===== src/rtl/flag_alu.sv =====
module flag_alu #(
  parameter int W = 32
) (
  input  logic         clk,
  input  logic         rst_n,
  input  logic         op_valid,
  input  logic [2:0]   op_sel,
  input  logic [W-1:0] dst_opnd,
  input  logic [W-1:0] src_opnd,
  output logic [W-1:0] result,
  output logic         result_we,
  output logic [3:0]   flags
);
  localparam int MSB = W - 1;
  localparam logic [2:0] OP_ADD = 3'd0, OP_SUB = 3'd1, OP_CMP = 3'd2,
                         OP_OR  = 3'd3, OP_XOR = 3'd4, OP_BTST = 3'd5;

  logic [W:0]   sum_x, dif_x;
  logic [W-1:0] val;
  logic         c_nx, v_nx, known, wr;

  assign sum_x = {1'b0, dst_opnd} + {1'b0, src_opnd};
  assign dif_x = {1'b0, dst_opnd} - {1'b0, src_opnd};

  always_comb begin
    val   = '0;
    c_nx  = 1'b0;
    v_nx  = 1'b0;
    known = 1'b1;
    wr    = 1'b0;
    case (op_sel)
      OP_ADD: begin
        val  = sum_x[W-1:0];
        c_nx = sum_x[W];
        v_nx = (dst_opnd[MSB] == src_opnd[MSB]) && (sum_x[MSB] != dst_opnd[MSB]);
        wr   = 1'b1;
      end
      OP_SUB, OP_CMP: begin
        val  = dif_x[W-1:0];
        c_nx = dif_x[W];
        v_nx = (dst_opnd[MSB] != src_opnd[MSB]) && (dif_x[MSB] != dst_opnd[MSB]);
        wr   = (op_sel == OP_SUB);
      end
      OP_OR: begin
        val = dst_opnd | src_opnd;
        wr  = 1'b1;
      end
      OP_XOR: begin
        val = dst_opnd ^ src_opnd;
        wr  = 1'b1;
      end
      OP_BTST: val = dst_opnd & src_opnd;
      default: known = 1'b0;
    endcase
  end

  assign result    = val;
  assign result_we = op_valid & wr;

  always_ff @(posedge clk) begin
    if (!rst_n)
      flags <= 4'b0000;
    else if (op_valid && known)
      flags <= {v_nx, c_nx, val[MSB], (val == '0)};
  end


  idle_hold_chk: assert property (@(posedge clk) disable iff (!rst_n)
    !op_valid |=> $stable(flags));


  bad_op_hold_chk: assert property (@(posedge clk) disable iff (!rst_n)
    (op_valid && op_sel > OP_BTST) |=> $stable(flags));


  bad_op_nowr_chk: assert property (@(posedge clk) disable iff (!rst_n)
    (op_sel > OP_BTST) |-> !result_we);


  logic_cv_clear_chk: assert property (@(posedge clk) disable iff (!rst_n)
    (op_valid && (op_sel == OP_OR || op_sel == OP_XOR || op_sel == OP_BTST))
      |=> flags[3:2] == 2'b00);


  zn_from_result_chk: assert property (@(posedge clk) disable iff (!rst_n)
    (op_valid && op_sel <= OP_BTST)
      |=> (flags[0] == ($past(result) == '0)) && (flags[1] == $past(result[MSB])));


  add_carry_chk: assert property (@(posedge clk) disable iff (!rst_n)
    (op_valid && op_sel == OP_ADD) |=> flags[2] == ($past(result) < $past(dst_opnd)));


  cmp_nowr_chk: assert property (@(posedge clk) disable iff (!rst_n)
    (op_sel == OP_CMP || op_sel == OP_BTST) |-> !result_we);
endmodule


===== config.mk =====
export PLATFORM = sky130hd
export DESIGN_NAME = flag_alu
export DESIGN_NICKNAME = d
export VERILOG_FILES = /design/src/rtl/flag_alu.sv
export SDC_FILE = /design/constraint.sdc
export NUM_CORES = 1
export LEC_CHECK = 0
export BUFFER_PORTS_ARGS = -buffer_cell sky130_fd_sc_hd__buf_4
export CORE_ASPECT_RATIO = 1.2
export CORE_UTILIZATION = 35
export DETAILED_ROUTE_END_ITERATION = 10
export HOLD_SLACK_MARGIN = 0.06
export PLACE_DENSITY = 0.51
export SLEW_MARGIN = 10
export SYNTH_ARGS = -nofsm -noshare
export SYNTH_HDL_FRONTEND = slang
export SYNTH_SLANG_ARGS = --single-unit

===== constraint.sdc =====
create_clock -name clk -period 13.6 [get_ports clk]
set_input_delay 2.72 -clock clk [delete_from_list [all_inputs] [get_ports clk]]
set_output_delay 2.72 -clock clk [all_outputs]
set_load 0.01 [all_outputs]

==> results.sh <==
export IMPL_hpwl_um=18000
export IMPL_ff2ff_path_depth=2
export IMPL_synthesis_nets=1089
export IMPL_p_leak_nw=3.21
export IMPL_placementRows=51
export IMPL_htreeDepth=1
export IMPL_synthXorXnorAreaFrac_pct=1.63
export IMPL_firstDrtPassIters=5
export IMPL_async_reset_ff_share_pct=0
export IMPL_syn_area_um2=5930
export IMPL_grt_pass1_wl_um=36300
export IMPL_cts_root_buffer="clkbuf_16"
export IMPL_setup_tns_ns=0
export IMPL_ir_drop_v=0.0000352
export IMPL_rsz0062_at_grt="false"
export IMPL_grt_pass1_vias=6854
export IMPL_crit_type="in -> out"
export IMPL_ys_types=90
export IMPL_post_cts_buffers=0
export IMPL_fin_cells=1186
export IMPL_grt_start_max_net_pins=43
export IMPL_core_um2=16400
export IMPL_holdBufCountCts=0
export IMPL_cts_buffers=3
export IMPL_dpl_instance_area_um2=6810
export IMPL_cap_viol_max_count=0
export IMPL_rr_startpoint="flags[1]"
export IMPL_cts_tree="done"
export IMPL_synthMuxAreaShare_pct=2.15
export IMPL_drive_above_1_share_pct=15.0
export IMPL_start_util_pct=36.1
export IMPL_r2r_slack_ns=12.86
export IMPL_drt_wl_total_um=23300
export IMPL_highest_layer="met4"
export IMPL_crit_required_ns=10.88
export IMPL_syn_instance_count=913
export IMPL_clock_skew_ns=0
export IMPL_drt_iter0_markers=494
export IMPL_hold_violations=0
export IMPL_hold_path_class="reg -> reg"
export IMPL_n_antenna_cell=0
export IMPL_clk_latency_ns=0.22
export IMPL_wl_per_cell_um=19.6
export IMPL_clock_sinks=4
export IMPL_drc=0
export IMPL_post_route_min_period_ns=9.07
export IMPL_clock_path_buffers=2
export IMPL_nets=1152
export IMPL_die_x_um=121
export IMPL_reg2reg_to="flags[1]"
export IMPL_outcome="finished, final reports clean"
export IMPL_yosys_area_share_simple_pct=21.8
export IMPL_synth_fa_ha_area_share_pct=22.6
export IMPL_setup_viol=0
export IMPL_fin_area_um2=6890
export IMPL_viasPerCell=6.01
export IMPL_synth_edf_count=0
export IMPL_ys_warn_count=0
export IMPL_synth_top_family_by_area="compound AO/OA/AOI/OAI gates"
export IMPL_reg_top3="flags (4)"
export IMPL_synth_compound_area_share_pct=40.1
export IMPL_ant_nets=0
export IMPL_dr_wl_met3_um=1140
export IMPL_arrival_ns=6.35
export IMPL_holdPathEnd="flags[0]"
export IMPL_seq_area_frac_synth_pct=1.35
export IMPL_grtUsageTotal_pct=26.3
export IMPL_via_count=7131
export IMPL_synthFlopType="dfxtp_1"
export IMPL_met1_length_um=9450
export IMPL_area_growth_pct=16.1
export IMPL_dieArea_um2=17500
export IMPL_powerDensity_nw_per_um2=55.0
export IMPL_finalCritPeriodShare_pct=66.7
export IMPL_met2WireLength_um=11600
export IMPL_clk_pin_slew_ns=0.03
export IMPL_hold_path_depth=2
export IMPL_relSlewSlack_pct=36.0
export IMPL_tightest_slew_ns=0.948
export IMPL_critPathMaxFanout=4
export IMPL_end_kind="output port"
export IMPL_num_io_pins=107
export IMPL_placedCellCount=1183
export IMPL_regMostFlops="flags"
export IMPL_ctsResizeCount=0
export IMPL_utilization_pct=42.0
export IMPL_largest_reg_flops=4
export IMPL_hold_start="flags[0]"
export IMPL_die_height_um=145
export IMPL_overflow=0
export IMPL_fmax_ghz=0.110
export IMPL_portBuffers=106
export IMPL_syn_area_per_cell_um2=6.49
export IMPL_drv_slew=0
export IMPL_ys_ff_latch=4
export IMPL_antenna_found_initial=0
export IMPL_gp_congestion=0.951
export IMPL_cp_start_kind="input pin"
==> layout make-up <==
| type | count | area (um^2) |
|---|---|---|
| Fill cell | 1780 | 9510 |
| Tap cell | 212 | 265 |
| Clock buffer | 3 | 75.1 |
| Inverter | 104 | 390 |
| Sequential cell | 4 | 80.1 |
| Timing Repair Buffer | 111 | 833 |
| Multi-Input combinational cell | 752 | 5240 |
==> metal layers <==
layer | track usage, % | vias up
met5 | 0 | -
met4 | 10.3 | 0
met3 | 1.74 | 79
met2 | 49.8 | 280
met1 | 30.5 | 3337
li1 | - | 3435
==> cells in the final DEF, fill, tap and decap left out, drive strengths merged, types with 13 or more instances in the layout <==
cell and instances:
nand2 89, nand3 24, o21ai 79, nor3 30, o221ai 13, buf 111, o211ai 14, o31ai 15
a21o 19, nor2 69, ha 104, a21oi 93, inv 104
==> cells in the mapped netlist, types with 5 or more instances <==
library cell	number	share of area, %
ha_1	104	22
inv_1	102	6.5
a21oi_1	91	7.7
nand2_1	88	5.6
o21ai_0	72	6.1
nor2_1	69	4.4
clkbuf_1	40	2.5
nor3_1	29	2.4
nand3_1	24	2.0
a21o_1	19	2.4
o211ai_1	14	1.8
o221ai_1	13	1.9
o21bai_1	12	1.5
o31ai_1	12	1.5
o22ai_1	11	1.2
a31oi_1	10	1.1
mux2i_1	9	1.5
nand4_1	9	0.95
nor2b_1	9	0.95
nor4_1	9	0.95
xnor2_1	9	1.3
buf_2	8	0.68
nand2b_1	8	0.84
a221o_1	6	1.0
o21ai_1	6	0.51
a211oi_1	5	0.63
a21boi_0	5	0.63
o211a_1	5	0.84
o31a_1	5	0.74
==> critical path: stages <==
cell       delay, ns
buf_4           0.11
inv_1           0.07
ha_1            0.18
inv_1           0.06
fa_1            0.39
nor2b_1         0.16
o221ai_1        0.35
a2111oi_2       0.16
o21ai_1         0.31
o211ai_1        0.16
a2111oi_0       0.77
o41ai_1         0.22
a221o_1         0.32
a22o_1          0.22
buf_4           0.15
==> where the power goes <==
part / switching, mW / internal, mW
logic: 0.196 / 0.125
registers: 0.000388 / 0.0125
clock network: 0.00764 / 0.0375
==> kinds of logic (layout without fill, tap and decap cells) <==
group | Yosys count | in the layout
and+or+nand+nor | 274 | 274
adders and majority gates | 106 | 106
xor gates and xnor gates | 11 | 11
buffers and inverters | 157 | 218
AOI/OAI and AO/OA | 349 | 349
DFF | 4 | 4
muxes | 12 | 12
==> through the flow <==
stage / power (mW) / hold WS [ns] / worst slack [ns]
final: 0.379 / 0.527 / 4.53
after global routing: 0.409 / 0.557 / 4.28
after CTS: 0.376 / 0.528 / 4.62
after detailed placement: 0.330 / 0.521 / 4.64
after global placement: 0.331 / 0.519 / 4.66
after floorplan: 0.218 / 0.505 / 5.45
==> how the worst max path moves through the flow <==
stage	start	to	slack [ns]
4_1_cts	dst_opnd[0]	result[28]	4.62
6_report	dst_opnd[0]	result[28]	4.53
5_1_grt	dst_opnd[0]	result[30]	4.28
3_5_place_dp	dst_opnd[0]	result[28]	4.64
3_3_place_gp	dst_opnd[0]	result[28]	4.66
2_1_floorplan	dst_opnd[0]	result[30]	5.45
No activity file was read; power rests on OpenSTA's default activity.
